[config.mk]
export PLATFORM = sky130hd
export DESIGN_NAME = pad_debounce_filter
export DESIGN_NICKNAME = d
export VERILOG_FILES = /design/src/rtl/deb_pkg.sv /design/src/rtl/deb_sync.sv /design/src/rtl/deb_cfg_decode.sv /design/src/rtl/deb_fsm.sv /design/src/rtl/pad_debounce_filter.sv
export SDC_FILE = /design/constraint.sdc
export NUM_CORES = 1
export LEC_CHECK = 0
export ABC_AREA = 1
export ABC_CLOCK_PERIOD_IN_PS = 1700
export BUFFER_PORTS_ARGS = -buffer_cell sky130_fd_sc_hd__buf_2
export CAP_MARGIN = 20
export CORE_MARGIN = 2
export CORE_UTILIZATION = 50
export DETAILED_ROUTE_END_ITERATION = 12
export GPL_TIMING_DRIVEN = 0
export PLACE_DENSITY = 0.7
export REMOVE_ABC_BUFFERS = 1
export SLEW_MARGIN = 20
export SYNTH_ARGS = -nofsm -noshare
export SYNTH_HDL_FRONTEND = slang
export SYNTH_HIERARCHICAL = 1
export SYNTH_SLANG_ARGS = --single-unit
[constraint.sdc]
create_clock -name clk -period 1.7 [get_ports clk]
set_input_delay 0.34 -clock clk [delete_from_list [all_inputs] [get_ports clk]]
set_output_delay 0.34 -clock clk [all_outputs]
set_load 0.02 [all_outputs]
[src/rtl/deb_pkg.sv]
package deb_pkg;

    // Filter state encoding
    typedef enum logic [1:0] {
        ST_BYPASS  = 2'd0,
        ST_STABLE  = 2'd1,
        ST_PENDING = 2'd2
    } deb_state_e;

    // Control-word layout
    localparam int CTRL_EN_BIT  = 0;
    localparam int CTRL_EXP_LSB = 1;

endpackage

[src/rtl/deb_sync.sv]
module deb_sync #(
    parameter int STAGES = 2
) (
    input  logic clk,
    input  logic rst_n,
    input  logic d_async,
    output logic q_sync
);
    logic [STAGES-1:0] chain_q;

    generate
        for (genvar s = 0; s < STAGES; s++) begin : g_stage
            if (s == 0) begin : g_first
                always_ff @(posedge clk or negedge rst_n) begin
                    if (!rst_n) chain_q[0] <= 1'b0;
                    else        chain_q[0] <= d_async;
                end
            end else begin : g_next
                always_ff @(posedge clk or negedge rst_n) begin
                    if (!rst_n) chain_q[s] <= 1'b0;
                    else        chain_q[s] <= chain_q[s-1];
                end
            end
        end
    endgenerate

    assign q_sync = chain_q[STAGES-1];
endmodule

[src/rtl/deb_cfg_decode.sv]
module deb_cfg_decode
    import deb_pkg::*;
#(
    parameter int EXP_W   = 4,
    parameter int MIN_EXP = 3,
    parameter int CNT_W   = 1 << EXP_W
) (
    input  logic [EXP_W:0]   cfg_ctrl,
    input  logic             filt_sel,
    output logic             filt_active,
    output logic [CNT_W-1:0] last_cnt
);
    logic [EXP_W-1:0] exp_v;
    logic             exp_ok;

    assign exp_v  = cfg_ctrl[CTRL_EXP_LSB +: EXP_W];
    assign exp_ok = (exp_v >= EXP_W'(MIN_EXP));

    // Filtering needs enable, select and a meaningful exponent
    assign filt_active = cfg_ctrl[CTRL_EN_BIT] & filt_sel & exp_ok;

    // Terminal count is window length minus one: 2^v - 1
    assign last_cnt = (CNT_W'(1) << exp_v) - CNT_W'(1);
endmodule

[src/rtl/deb_fsm.sv]
module deb_fsm
    import deb_pkg::*;
#(
    parameter int CNT_W = 16
) (
    input  logic             clk,
    input  logic             rst_n,
    input  logic             active,
    input  logic             tick,
    input  logic             din,
    input  logic [CNT_W-1:0] last_cnt,
    output logic             level_q,
    output deb_state_e       state_o,
    output logic [CNT_W-1:0] cnt_o
);
    deb_state_e       state_q, state_d;
    logic [CNT_W-1:0] cnt_q;
    logic             out_q;
    logic             differs;
    logic             window_done;

    assign differs     = (din != out_q);
    assign window_done = tick & (cnt_q >= last_cnt);

    // State register
    always_ff @(posedge clk or negedge rst_n) begin
        if (!rst_n) state_q <= ST_BYPASS;
        else        state_q <= state_d;
    end

    // Next-state logic
    always_comb begin
        state_d = state_q;
        unique case (state_q)
            ST_BYPASS: begin
                if (active) state_d = ST_STABLE;
            end
            ST_STABLE: begin
                if (!active)     state_d = ST_BYPASS;
                else if (differs) state_d = ST_PENDING;
            end
            ST_PENDING: begin
                if (!active)          state_d = ST_BYPASS;
                else if (!differs)    state_d = ST_STABLE;
                else if (window_done) state_d = ST_STABLE;
            end
            default: state_d = ST_BYPASS;
        endcase
    end

    // Output level and tick counter
    always_ff @(posedge clk or negedge rst_n) begin
        if (!rst_n) begin
            out_q <= 1'b0;
            cnt_q <= '0;
        end else if (!active) begin
            out_q <= din;
            cnt_q <= '0;
        end else begin
            unique case (state_q)
                ST_BYPASS: begin
                    cnt_q <= '0;
                end
                ST_STABLE: begin
                    cnt_q <= '0;
                end
                ST_PENDING: begin
                    if (!differs) begin
                        cnt_q <= '0;
                    end else if (window_done) begin
                        out_q <= din;
                        cnt_q <= '0;
                    end else if (tick) begin
                        cnt_q <= cnt_q + CNT_W'(1);
                    end
                end
                default: cnt_q <= '0;
            endcase
        end
    end

    assign level_q = out_q;
    assign state_o = state_q;
    assign cnt_o   = cnt_q;
endmodule

[src/rtl/pad_debounce_filter.sv]
module pad_debounce_filter
    import deb_pkg::*;
#(
    parameter int EXP_W       = 4,
    parameter int SYNC_STAGES = 2,
    parameter int MIN_EXP     = 3
) (
    input  logic         clk,
    input  logic         rst_n,
    input  logic         tick,
    input  logic         pad_in,
    input  logic [EXP_W:0] cfg_ctrl,
    input  logic         filt_sel,
    output logic         level_out
);
    localparam int CNT_W = 1 << EXP_W;

    logic             pad_sync;
    logic             filt_active;
    logic [CNT_W-1:0] last_cnt;
    logic             filt_level;
    deb_state_e       fsm_state;
    logic [CNT_W-1:0] fsm_cnt;

    deb_sync #(.STAGES(SYNC_STAGES)) u_sync (
        .clk     (clk),
        .rst_n   (rst_n),
        .d_async (pad_in),
        .q_sync  (pad_sync)
    );

    deb_cfg_decode #(.EXP_W(EXP_W), .MIN_EXP(MIN_EXP), .CNT_W(CNT_W)) u_decode (
        .cfg_ctrl    (cfg_ctrl),
        .filt_sel    (filt_sel),
        .filt_active (filt_active),
        .last_cnt    (last_cnt)
    );

    deb_fsm #(.CNT_W(CNT_W)) u_fsm (
        .clk      (clk),
        .rst_n    (rst_n),
        .active   (filt_active),
        .tick     (tick),
        .din      (pad_sync),
        .last_cnt (last_cnt),
        .level_q  (filt_level),
        .state_o  (fsm_state),
        .cnt_o    (fsm_cnt)
    );

    // Bypass passes the synchronized level with no added register
    assign level_out = filt_active ? filt_level : pad_sync;
endmodule

; Yosys cells after proc, flatten, opt, wreduce, memory -nomap -nowiden
; Cells that the tools add are included.
[classes]
add_sub_neg = 2
eq_ne = 10
n_shift = 1
n_bitwise = 3
n_reduce_logical = 3
n_lt_le_gt_ge = 2
mux = 17
[op_table]
columns = cell, n
row1 = $mux 16, 5
row2 = $add 16x1->16 const B, 1
row3 = $ge 16x16->1, 1
row4 = $shl 1x4->16 const A, 1
row5 = $sub 16x2->16 const B, 1
row6 = $mux 2, 6
row7 = $ne 2x1->1 const B, 3
row8 = $pmux 2 s3, 1
row9 = $reduce_and 3->1, 2
row10 = $mux 1, 5
row11 = $ne 5x5->1 const B, 1
row12 = $ge 4x2->1 const B, 1
row13 = $ne 4x4->1 const B, 1
row14 = $and 1x1->1, 3
row15 = $ne 3x2->1 const B, 1
row16 = $eq 2x1->1 const B, 1
row17 = $eq 2x2->1 const B, 1
row18 = $logic_not 2->1, 1
row19 = $ne 2x2->1 const B, 1
row20 = $ne 1x1->1, 1
[totals]
elab_cells = 43
regBits = 21
input_bits = 10
output_inout_bits = 1

; Logic depth before layout (Yosys ltp)
; Gate-level depths: netlist of run 1.
[depth]
word_depth = 8
depth_mapped = 20
ltp_nobuf = 20

; Modules after synthesis
; The synthesis of run 1 kept the hierarchy.
[by_module_without_submodules]
columns = mod, cells_each, seq_area_each_um2, n_inst, area_each_um2
row1 = deb_fsm, 197, 475.5, 1, 1490.2
row2 = deb_cfg_decode, 52, 0.0, 1, 249.0
row3 = deb_sync, 2, 50.0, 1, 50.0
row4 = pad_debounce_filter, 4, 0.0, 1, 15.0

; Worst setup path after synthesis of run 1
; OpenSTA, ideal clock, no wires.
[synth_path]
path_kind = input to register
startpoint = in cfg_ctrl[2]
endpoint = reg u_fsm.state_q[1], in the netlist u_fsm/state_o[1]
n_path_buf = 1
stages = 19
path_slack_ns = -0.598
required_time_ns = 1.573
arrival_ns = 2.171
setup_time_ns = 0.127
cell_sequence = nor2_1 nand2_1 ha_1 inv_1 xor2_1 inv_1 ha_1 nand2_1 nor2_1 nor2_1 nand2_1 nand2_1 nand2_1 nand2_1 nand2_1 nand2_2 nand2_2 buf_6 o21ai_0
[synth_between]
elab_chain_cells = 6
word_cells_on_any_way = 13
cone_classes = add/sub (1) / order compare (2) / eq/ne (3) / shift (1) / mux (3) / bitwise (2) / reduce/logical (1)
[synth_rtl]
columns = element, line
row1 = from (decl), pad_debounce_filter.sv:12  ; input logic [EXP_W:0] cfg_ctrl,
row2 = $shl 1x4->16, deb_cfg_decode.sv:23  ; assign last_cnt = (CNT_W'(1) << exp_v) - CNT_W'(1);
row3 = $sub 16x2->16, deb_cfg_decode.sv:23
row4 = via last_cnt[0], pad_debounce_filter.sv:20  ; logic [CNT_W-1:0] last_cnt;
row5 = $ge 16x16->1, deb_fsm.sv:23  ; assign window_done = tick & (cnt_q >= last_cnt);
row6 = $and 1x1->1, deb_fsm.sv:23
row7 = $ne 4x4->1 (no source line), -
row8 = $reduce_and 3->1 (no source line), -
row9 = to (signal assigned), deb_fsm.sv:28  ; else state_q <= state_d;
row10 = to (decl), deb_fsm.sv:16  ; deb_state_e state_q, state_d;
; The timed path passes the listed nets, and every way through them passes these cells.
; A chain may end at the register's enable or synchronous reset.

; Worst setup path in the final report of run 1
[layout_path]
startpoint = in cfg_ctrl[4]
endpoint = reg u_fsm.state_q[0], in the netlist u_fsm/state_o[0]
; Same word-level chain as after synthesis.

==> results of run 1 <==
-- cells by family (layout without fill, tap and decap cells) --
family	after synthesis	in the layout	share of synthesized area, %
flip-flops	21	21	29.1
XOR/XNOR	6	6	3.33
AO/OA/AOI/OAI	29	29	9.29
other	1	1	0.208
AND/OR/NAND/NOR	123	124	32.6
buffers and inverters	57	76	13.0
adder cells (fa/ha/maj)	18	18	12.5
-- synth_stat cells, drive strengths merged --
| master | number |
|---|---|
| nand2 | 63 |
| inv | 51 |
| nor2 | 28 |
| dfrtp | 21 |
| ha | 18 |
| a21oi | 13 |
| nand3 | 13 |
| o21ai | 11 |
| nor3 | 10 |
| nand4 | 7 |
| xor2 | 6 |
| buf | 3 |
| a31o | 2 |
| clkinv | 2 |
| o21a | 2 |
| a21boi | 1 |
| clkbuf | 1 |
| conb | 1 |
| nand3b | 1 |
| or2 | 1 |
-- flip-flops by register name, indices dropped and copies added (netlist names) --
register        cells
u_fsm/cnt_o        16
u_fsm/state_o       2
u_fsm/level_q       1
u_sync/chain_q      1
u_sync/q_sync       1
-- metrics by stage --
step | hold WS, ns | instance area (um2)
2_1_floorplan | 0.0444 | 1770
3_3_place_gp | 0.327 | 1880
3_5_place_dp | 0.330 | 1880
4_1_cts | 0.118 | 2070
5_1_grt | 0.105 | 2210
6_report | 0.128 | 2210
-- area by class of cell --
class / count / area (um2)
clock buffer: 3 / 22.5
clock inverter: 1 / 5.00
fill: 290 / 1180
inverter: 53 / 205
multi-input combinational: 178 / 1240
sequential: 21 / 526
tap: 46 / 57.6
timing repair buffer: 19 / 148
-- power by group through the flow --
stage	Sequential [W]	Clock (W)	Combinational, W
3_3_place_gp	0.000522	0	0.000138
5_1_grt	0.000514	0.000294	0.000215
6_report	0.000513	0.000249	0.000189
3_5_place_dp	0.000522	0	0.000141
4_1_cts	0.000513	0.000261	0.000170
2_1_floorplan	0.000521	0	0.0000925
-- metal layers --
metal / up-vias / wire [um] / part of all wire, %
li1: 845 / - / -
met1: 760 / 1840 / 47
met2: 19 / 1980 / 50
met3: 4 / 97 / 2.5
met4: 0 / 37 / 0.94
met5: - / 0 / 0
-- cells in the final DEF, fill, tap and decap left out, types with 2 or more instances in the layout --
master	instances
nand2_1	49
xor2_1	5
nand2_4	3
clkbuf_4	3
o21ai_1	3
ha_4	3
clkinv_2	2
nand3_1	10
inv_2	4
inv_1	45
nand3_2	3
nor3_1	4
o21a_1	2
nor2_2	7
nor2_1	15
nand2_2	9
dfrtp_1	21
buf_4	9
nor2_4	6
nor3_2	5
inv_4	2
o21ai_0	7
nand4_1	7
ha_1	15
a21oi_2	3
a21oi_1	9
buf_2	7
nand2_8	3
-- repair_timing --
action,CTS,global route
resized for setup,23,29
gates cloned,1,0
pin swaps,17,20
hold buffers,1,0
hold endpoints to repair,21,0
setup endpoints to repair,19,20
setup buffers,7,1
-- worst max-delay path, cell delays in order --
cell and delay, ns:
buf_12 0.10, nor2_4 0.15, nand3_2 0.10, ha_4 0.19, buf_4 0.14, nand2_1 0.06, nand2_1 0.04, nand2_1 0.06
inv_1 0.06, ha_4 0.26, nand2_1 0.04, o21ai_0 0.24, a21oi_2 0.12, nand2_4 0.11, nand2_8 0.10, nand2_8 0.13
o21a_1 0.13
-- worst min path at each step --
stage | from | end | cells past startpoint
after floorplan | rst_n | u_fsm/cnt_o[0] | 0
final | pad_in | u_sync/chain_q[0] | 1
after global routing | pad_in | u_sync/chain_q[0] | 1
after detailed placement | rst_n | u_fsm/cnt_o[15] | 1
after global placement | rst_n | u_fsm/cnt_o[15] | 1
after CTS | pad_in | u_sync/chain_q[0] | 1
==> run metrics, run 1 <==
Rows=21; initial antenna violation count=0; I/O Buffers=10; IO Count=11; Initial DRC Count=51; setup TNS=-7.35 ns; Data arrival, critical path=2.39 ns; Bufs on Longest Clock Path=2; DR vias=1628; H-Tree Depth=1; DRT Pass-1 Iters=4; first-pass GRT wire length=6710 um; Startpoint Class=primary input; DRC errors left=0; Initial Util=53.2%; total CTS buffers=3; Crit Path Category=primary input to register; pwr dens=431 mW/mm2; CTS tree=built; Final min period=2.13 ns; Die Wd=64.1 um; Wirelength per Cell=12.3 um; peak supply drop=0.417 mV; reg2reg end=u_fsm/state_o[0]; Reg clk slew, reported paths=0.13 ns; Max Fclk=470 MHz; Post-Route Utilization=65.1%; status=finished, violations left; worst-path maximum fanout=7; busiest grt layer=met2; Sequential Power Share=53.9%; RSZ-0062 raised after global routing=true; largest net degree at the start of global routing=22; max-slew violation count=0; met3 Use GR=1.06%; setup violators final=19; Layout area overhead=22.3%; Via density=5.07; Clock Sinks=21; grt met1 use=26.0%; Inst Count DP=307; Clock Skew=0.00512 ns; area leader, netlist=dfrtp_1; Pwr Total=0.000951 W; Core Region=0.00339 mm2; Hold Vio Cnt, Final=0; Layout Cells excl Fill=321; Synth Instances=255; worst setup margin=-0.429 ns; die area=0.00410 mm2; diodes inserted=0; FF-to-FF path depth=12; Setup crit start=cfg_ctrl[4]; Final #Nets=304; #FFs+latches synth=21; synth unique cells=32; logic gate share of total power=19.9%; Placer Congestion=0.799; Clk Latency, worst-skew pair=0.30 ns; worst reg2reg setup slack=-0.17 ns; internal power consumption=0.000671 W; crit path capture type=register; CP Data Required Time=1.96 ns; die height=64.1 um; sequential fraction of the synthesis area=29.1%; Worst Hold Class=primary input to register; Routed WL=3960 um; share of Yosys cell area claimed by the top area cell type=29.1%; largest cells by area after synthesis=dfrtp_1 29%, ha_1 12%, nand2_1 11%; DRT antenna net count=0; Tcrit/Tclk final=125%; met2 Use GR=37.5%; worst setup path end=u_fsm/state_o[0]; Detailed Place HPWL=2670 um; layout cell share with drive strength beyond 1=28.0%; vias in the first global route=1562; Lkg Pwr=1.09 nW; Place WS=-1.26 ns; gr usage total=20.6%; Root Buffer=clkbuf_4; reported max-cap violation count=0; Avg Cell Area, Syn=7.08 um2; Net Sw Frac=29.4%; grt total ovfl=0; Clock power frac=26.2%; switching power=0.000280 W; Synth Warn #=6; area of the mapped netlist=0.00180 mm2; failing checks=negative setup slack; worst flop-to-flop path startpoint=u_fsm/cnt_o[3]
Power figures use the tool's default switching activity.
==> run 2, diff against run 1 <==
ABC_CLOCK_PERIOD_IN_PS = 2650   (was 1700)
BUFFER_PORTS_ARGS = -buffer_cell sky130_fd_sc_hd__clkbuf_2   (was -buffer_cell sky130_fd_sc_hd__buf_2)
CTS_CLUSTER_DIAMETER = 200   (was not set)
PLACE_DENSITY = 0.68   (was 0.7)
clock period = 2.65 ns   (was 1.7 ns; I/O delays follow)
==> run 2 against run 1 <==
  * The flow now finishes without violations
  * Design area is 10% lower
  * Wire length is 11% lower
  * Via count is 7.2% lower
  * Setup slack better by 0.60 ns
  * Worst hold slack better by 0.043 ns
  * Clock skew is 0.00097 ns higher
  * Non-clock buffer count is 7 lower
  * Power is 38% lower
  * Critical path depth is 2 higher
  * Sequential share of layout area is 2.7 points higher
  * Clock-buffer cell count stayed put
  * Critical path type unchanged
==> run metrics, run 2 (same netlist as run 1, synthesis figures left out) <==
I/O Buffers=10 (unchanged); Detailed Place HPWL=2620 um (-1.8%); Pwr Total=0.000586 W (-38%); H-Tree Depth=1 (unchanged); Tcrit/Tclk final=93.5%; grt total ovfl=0 (unchanged); initial antenna violation count=0 (unchanged); commonest non-fill, non-tap cell in the layout=nand2_1; commonest cells after routing, fill and taps aside=51 x nand2_1, 46 x inv_1, 21 x nor2_1, 21 x dfrtp_1, 17 x ha_1; Rows=21 (unchanged); crit path capture type=register; Startpoint Class=primary input; DRT antenna net count=0 (unchanged); Max Fclk=404 MHz; reported max-cap violation count=0 (unchanged); Clock Skew=0.00609 ns (+0.000972 ns); IO Count=11 (unchanged); Data arrival, critical path=2.72 ns (+0.33 ns); worst-path maximum fanout=14 (+7); Via density=4.82 (-4.9%); Wirelength per Cell=11.2 um (-9.1%); Clk Latency, worst-skew pair=0.31 ns (about the same); DR vias=1510 (-7.2%); CP Data Required Time=2.90 ns (+0.94 ns); DRC errors left=0 (unchanged); Die Wd=64.1 um (unchanged); Bufs on Longest Clock Path=2 (unchanged); setup violators final=0 (-19); Root Buffer=clkbuf_4; die area=0.00410 mm2 (unchanged); slew margin rel.=63.9%; hold-fix buffer count after cts=0 (-1); Reg clk slew, reported paths=0.13 ns (about the same); DRT Pass-1 Iters=4 (unchanged); gr usage total=18.1% (-2.5 points); peak supply drop=0.225 mV (-46%); Hold Vio Cnt, Final=0 (unchanged); Layout area overhead=9.71%; internal power consumption=0.000415 W (-38%); Core Region=0.00339 mm2 (unchanged); RSZ-0062 raised after global routing=true; Initial DRC Count=58 (+14%); die height=64.1 um (unchanged); status=finished clean; Worst Hold Class=primary input to asynchronous set/reset pin; logic gate share of total power=16.5% (-3.4 points); pwr dens=296 mW/mm2 (-31%); Crit Path Category=primary input to register; vias in the first global route=1357 (-13%); diodes inserted=0 (unchanged); largest net degree at the start of global routing=22 (unchanged); Final #Nets=296 (-2.6%); Post-Route Utilization=58.4% (-6.7 points); Sequential Power Share=56.2% (+2.3 points); first-pass GRT wire length=5880 um (-12%); CTS tree=built; Final min period=2.48 ns; Routed WL=3510 um (-11%); Initial Util=53.2% (unchanged); switching power=0.000170 W (-39%); Clock Sinks=21 (unchanged); max-slew violation count=0 (unchanged); Tightest Pin Transition=0.541 ns; Lkg Pwr=1.04 nW (-4.9%); Clock power frac=27.3% (+1.1 points); number of flip-flops in the largest register=16 (unchanged); layout cell share with drive strength beyond 1=19.9% (-8.1 points); Placer Congestion=0.812 (+1.7%); total CTS buffers=3 (unchanged); Net Sw Frac=29.1% (-0.31 points)
## run 2: worst max-delay path, cell delays in order
cell and delay [ns]:
clkbuf_2 0.15, nor2_4 0.19, nand3_2 0.13, ha_4 0.20, inv_1 0.08, xor2_1 0.18
inv_1 0.07, ha_1 0.28, nand2_1 0.07, nor2_1 0.05, nor2_1 0.07, nand2_1 0.07
nand2_1 0.06, nand2_1 0.05, nand2_1 0.07, nand2_2 0.08, nand2_4 0.13, nand2_8 0.11
nor3_2 0.16
## run 2: cell type report
class | count | area, um2
Tap cell | 46 | 57.6
Multi-Input combinational cell | 177 | 1100
Timing Repair Buffer | 12 | 65.1
Sequential cell | 21 | 526
Clock buffer | 3 | 22.5
Fill cell | 335 | 1410
Inverter | 53 | 200
Clock inverter | 1 | 5.00
## run 2: worst paths after layout
check | startpoint | slack [ns] | to | depth (start not counted)
min in group clk | pad_in | 0.32 | u_sync/chain_q[0] | 1
min reg2reg | u_sync/chain_q[0] | 0.38 | u_sync/q_sync | 0
min | rst_n | 0.17 | u_fsm/cnt_o[15] | 1
max in group asynchronous | rst_n | 2.12 | u_fsm/cnt_o[2] | 1
max reg2reg | u_fsm/cnt_o[3] | 0.85 | u_fsm/cnt_o[13] | 12
max | cfg_ctrl[4] | 0.17 | u_fsm/cnt_o[13] | 19
## run 2: metal layers
layer	part of all wire (%)	wire, um	track usage, %	up-vias
met3	1.8	63	2.11	2
li1	-	-	-	826
met4	0.68	24	5.71	0
met1	51	1780	25.1	669
met2	47	1640	29.4	13
met5	0	0	0	-
## run 2: through the flow
step | instance area (um2) | worst slack [ns] | std cells | hold WS (ns) | setup TNS (ns)
floorplan | 1770 | 0.154 | 251 | 0.234 | 0
global placement | 1880 | -0.495 | 307 | 0.347 | -7.07
detailed placement | 1880 | -0.493 | 307 | 0.342 | -6.66
CTS | 1910 | 0.00638 | 311 | 0.185 | 0
global route | 1980 | -0.0448 | 313 | 0.210 | -0.465
finish | 1980 | 0.173 | 313 | 0.170 | 0
## run 2: repair_timing
item / in CTS / in global routing
setup endpoints to repair: 14 / 19
setup buffers: 0 / 2
cloned: 0 / 0
gates resized for setup: 2 / 10
hold endpoints to repair: 0 / 0
pin swaps: 0 / 4
## run 2: power by group through the flow
stage          combinational (W)  sequential (W)  clock, W
2_1_floorplan          0.0000594        0.000334         0
3_3_place_gp           0.0000887        0.000335         0
3_5_place_dp           0.0000912        0.000335         0
4_1_cts                0.0000920        0.000329  0.000163
5_1_grt                 0.000113        0.000330  0.000177
6_report               0.0000969        0.000329  0.000160
==> run 3, diff against run 2 <==
ABC_CLOCK_PERIOD_IN_PS = 2300   (was 2650)
clock period = 2.3 ns   (was 2.65 ns; I/O delays follow)
==> run 3 against run 2 <==
  * The flow now finishes with violations (negative setup slack)
  * Die area stayed put
  * Cell count is 1.9% higher
  * Wire length is 8.1% higher
  * Combinational power is 37% higher
  * Register-to-register slack worse by 0.46 ns
  * Power is 18% higher
==> run metrics, run 3 (same netlist as run 1, synthesis figures left out) <==
DRT Pass-1 Iters=4 (unchanged); Die Wd=64.1 um (unchanged); status=finished, violations left; pwr dens=323 mW/mm2 (+9.1%); Top Layer Used=met4; die height=64.1 um (unchanged); DRC errors left=0 (unchanged); Final min period=2.31 ns; Via density=5.02 (+4.1%); slew margin rel.=64.3% (+0.40 points); Startpoint Class=primary input; Worst Hold Class=primary input to asynchronous set/reset pin; max-slew violation count=0 (unchanged); setup violators final=1 (+1); IO Count=11 (unchanged); failing checks=negative setup slack; FILL cells=312 (-6.9%); setup TNS=-0.00506 ns (-0.00506 ns); I/O Buffers=10 (unchanged); Layout area overhead=19.1%; grt total ovfl=0 (unchanged); initial antenna violation count=0 (unchanged); Rows=21 (unchanged); worst setup path end=u_fsm/state_o[0]; reported max-cap violation count=0 (unchanged); largest net degree at the start of global routing=22 (unchanged); peak supply drop=0.259 mV (+15%); Tcrit/Tclk final=100%; crit path capture type=register; first-pass GRT wire length=6310 um (+7.3%); Core Region=0.00339 mm2 (unchanged); RSZ-0062 raised after global routing=true; worst reg2reg setup slack=0.39 ns (-0.46 ns); Post-Route Utilization=63.4% (+5.0 points); Hold Vio Cnt, Final=0 (unchanged); layout cell share with drive strength beyond 1=26.7% (+6.9 points); Tightest Pin Transition=0.535 ns (-0.00598 ns); Final #Nets=302 (+2.0%); diodes inserted=0 (unchanged); H-Tree Depth=1 (unchanged); DRT antenna net count=0 (unchanged); die area=0.00410 mm2 (unchanged); placed inst area=0.00188 mm2 (unchanged); DR vias=1602 (+6.1%); Detailed Place HPWL=2620 um (unchanged); worst-path maximum fanout=7 (-7); met3 WL=127 um (+100%); CP Data Required Time=2.51 ns (-0.39 ns); worst setup margin=-0.00506 ns (-0.178 ns); M1 WL=1750 um (-1.6%); vias in the first global route=1436 (+5.8%); Lkg Pwr=1.09 nW (+4.6%); Crit Path Category=primary input to register; Reg clk slew, reported paths=0.12 ns (about the same); Clk Latency, worst-skew pair=0.30 ns (about the same); commonest cells after routing, fill and taps aside=50 x nand2_1, 45 x inv_1, 21 x dfrtp_1; Design Area, Final=0.00215 mm2 (+8.5%); Bufs on Longest Clock Path=2 (unchanged); total CTS buffers=3 (unchanged); Initial Util=53.2% (unchanged); CTS tree=built; Max Fclk=434 MHz; Met2 Wirelength=1870 um (+14%); number of flip-flops in the largest register=16 (unchanged); gr usage total=19.6% (+1.5 points); Initial DRC Count=59 (+1.7%); Routed WL=3790 um (+8.1%); worst flop-to-flop path startpoint=u_fsm/cnt_o[3]; reg2reg end=u_fsm/state_o[0]; hold-fix buffer count after cts=0 (unchanged); Clock Skew=0.00341 ns (-0.00268 ns); Root Buffer=clkbuf_4; Setup crit start=cfg_ctrl[4]; Clock Sinks=21 (unchanged); Placer Congestion=0.812 (unchanged); hold slack=0.107 ns (-0.0629 ns); commonest non-fill, non-tap cell in the layout=nand2_1; Wirelength per Cell=11.9 um (+6.0%); Data arrival, critical path=2.52 ns (-0.20 ns); Inst Count DP=307 (unchanged); FF-to-FF path depth=12 (unchanged); Layout Cells excl Fill=319 (+1.9%)
-- run 3: cell types whose count changed in the layout (fill, tap and decap cells not counted), moves of 2 or more --
cell      previous run  this run
clkbuf_2            10         6
o21ai_1              1         4
buf_4                2         8
o21ai_0             10         6
a21oi_2              2         4
nor2_1              21        15
nor2_4               3         6
nor2_2               4         7
a21oi_1             11         9
-- run 3: worst min-delay path by stage --
stage / end / slack, ns / depth (start not counted)
global route: u_fsm/cnt_o[14] / 0.14 / 1
detailed placement: u_sync/q_sync / 0.34 / 0
finish: u_fsm/cnt_o[15] / 0.11 / 1
CTS: u_fsm/cnt_o[14] / 0.11 / 1
floorplan: u_fsm/cnt_o[0] / 0.16 / 0
global placement: u_sync/q_sync / 0.35 / 0
-- run 3: routing by layer --
| metal | vias to the layer above | global-route usage (%) |
|---|---|---|
| met5 | - | 0 |
| met4 | 0 | 6.52 |
| met3 | 4 | 2.11 |
| met2 | 30 | 32.4 |
| met1 | 728 | 26.7 |
| li1 | 840 | - |
-- run 3: stage by stage --
stage / worst slack, ns / total power [W]
floorplan: -0.126 / 0.000454
global placement: -0.775 / 0.000488
detailed placement: -0.773 / 0.000491
CTS: 0.000511 / 0.000684
global route: -0.163 / 0.000736
finish: -0.00506 / 0.000694
-- run 3: worst max-delay path: stages --
cell and delay (ns):
buf_12 0.11, nor2_4 0.16, nand2_2 0.11, ha_4 0.18, inv_2 0.05, xor2_1 0.16, inv_1 0.10, ha_4 0.23
nand2_4 0.06, nor2_2 0.03, nor2_1 0.09, nand2_1 0.08, nand2_1 0.07, nand2_1 0.06, nand2_1 0.07, nand2_2 0.09
nand2_4 0.16, nand2_8 0.10, o21a_1 0.13
-- run 3: layout make-up --
cell class	count	area [um2]	share of cell area, %
clock inverter	1	5.00	0.233
sequential	21	526	24.5
multi-input combinational	178	1210	56.3
clock buffer	3	22.5	1.05
tap	46	57.6	2.68
timing repair buffer	17	126	5.88
inverter	53	203	9.44
-- run 3: repair_timing --
action | CTS | global route
resized for setup | 14 | 36
setup buffers | 5 | 2
setup endpoints to repair | 19 | 19
cloned | 1 | 0
pin swaps | 7 | 21
-- run 3: power by group --
| part | internal, W | leakage (nW) | total (W) | switching (W) |
|---|---|---|---|---|
| clock network | 0.0000649 | 0.0177 | 0.000181 | 0.000117 |
| registers | 0.000374 | 0.285 | 0.000379 | 0.00000466 |
| logic | 0.0000526 | 0.784 | 0.000133 | 0.0000806 |
| total | 0.000492 | 1.09 | 0.000694 | 0.000202 |
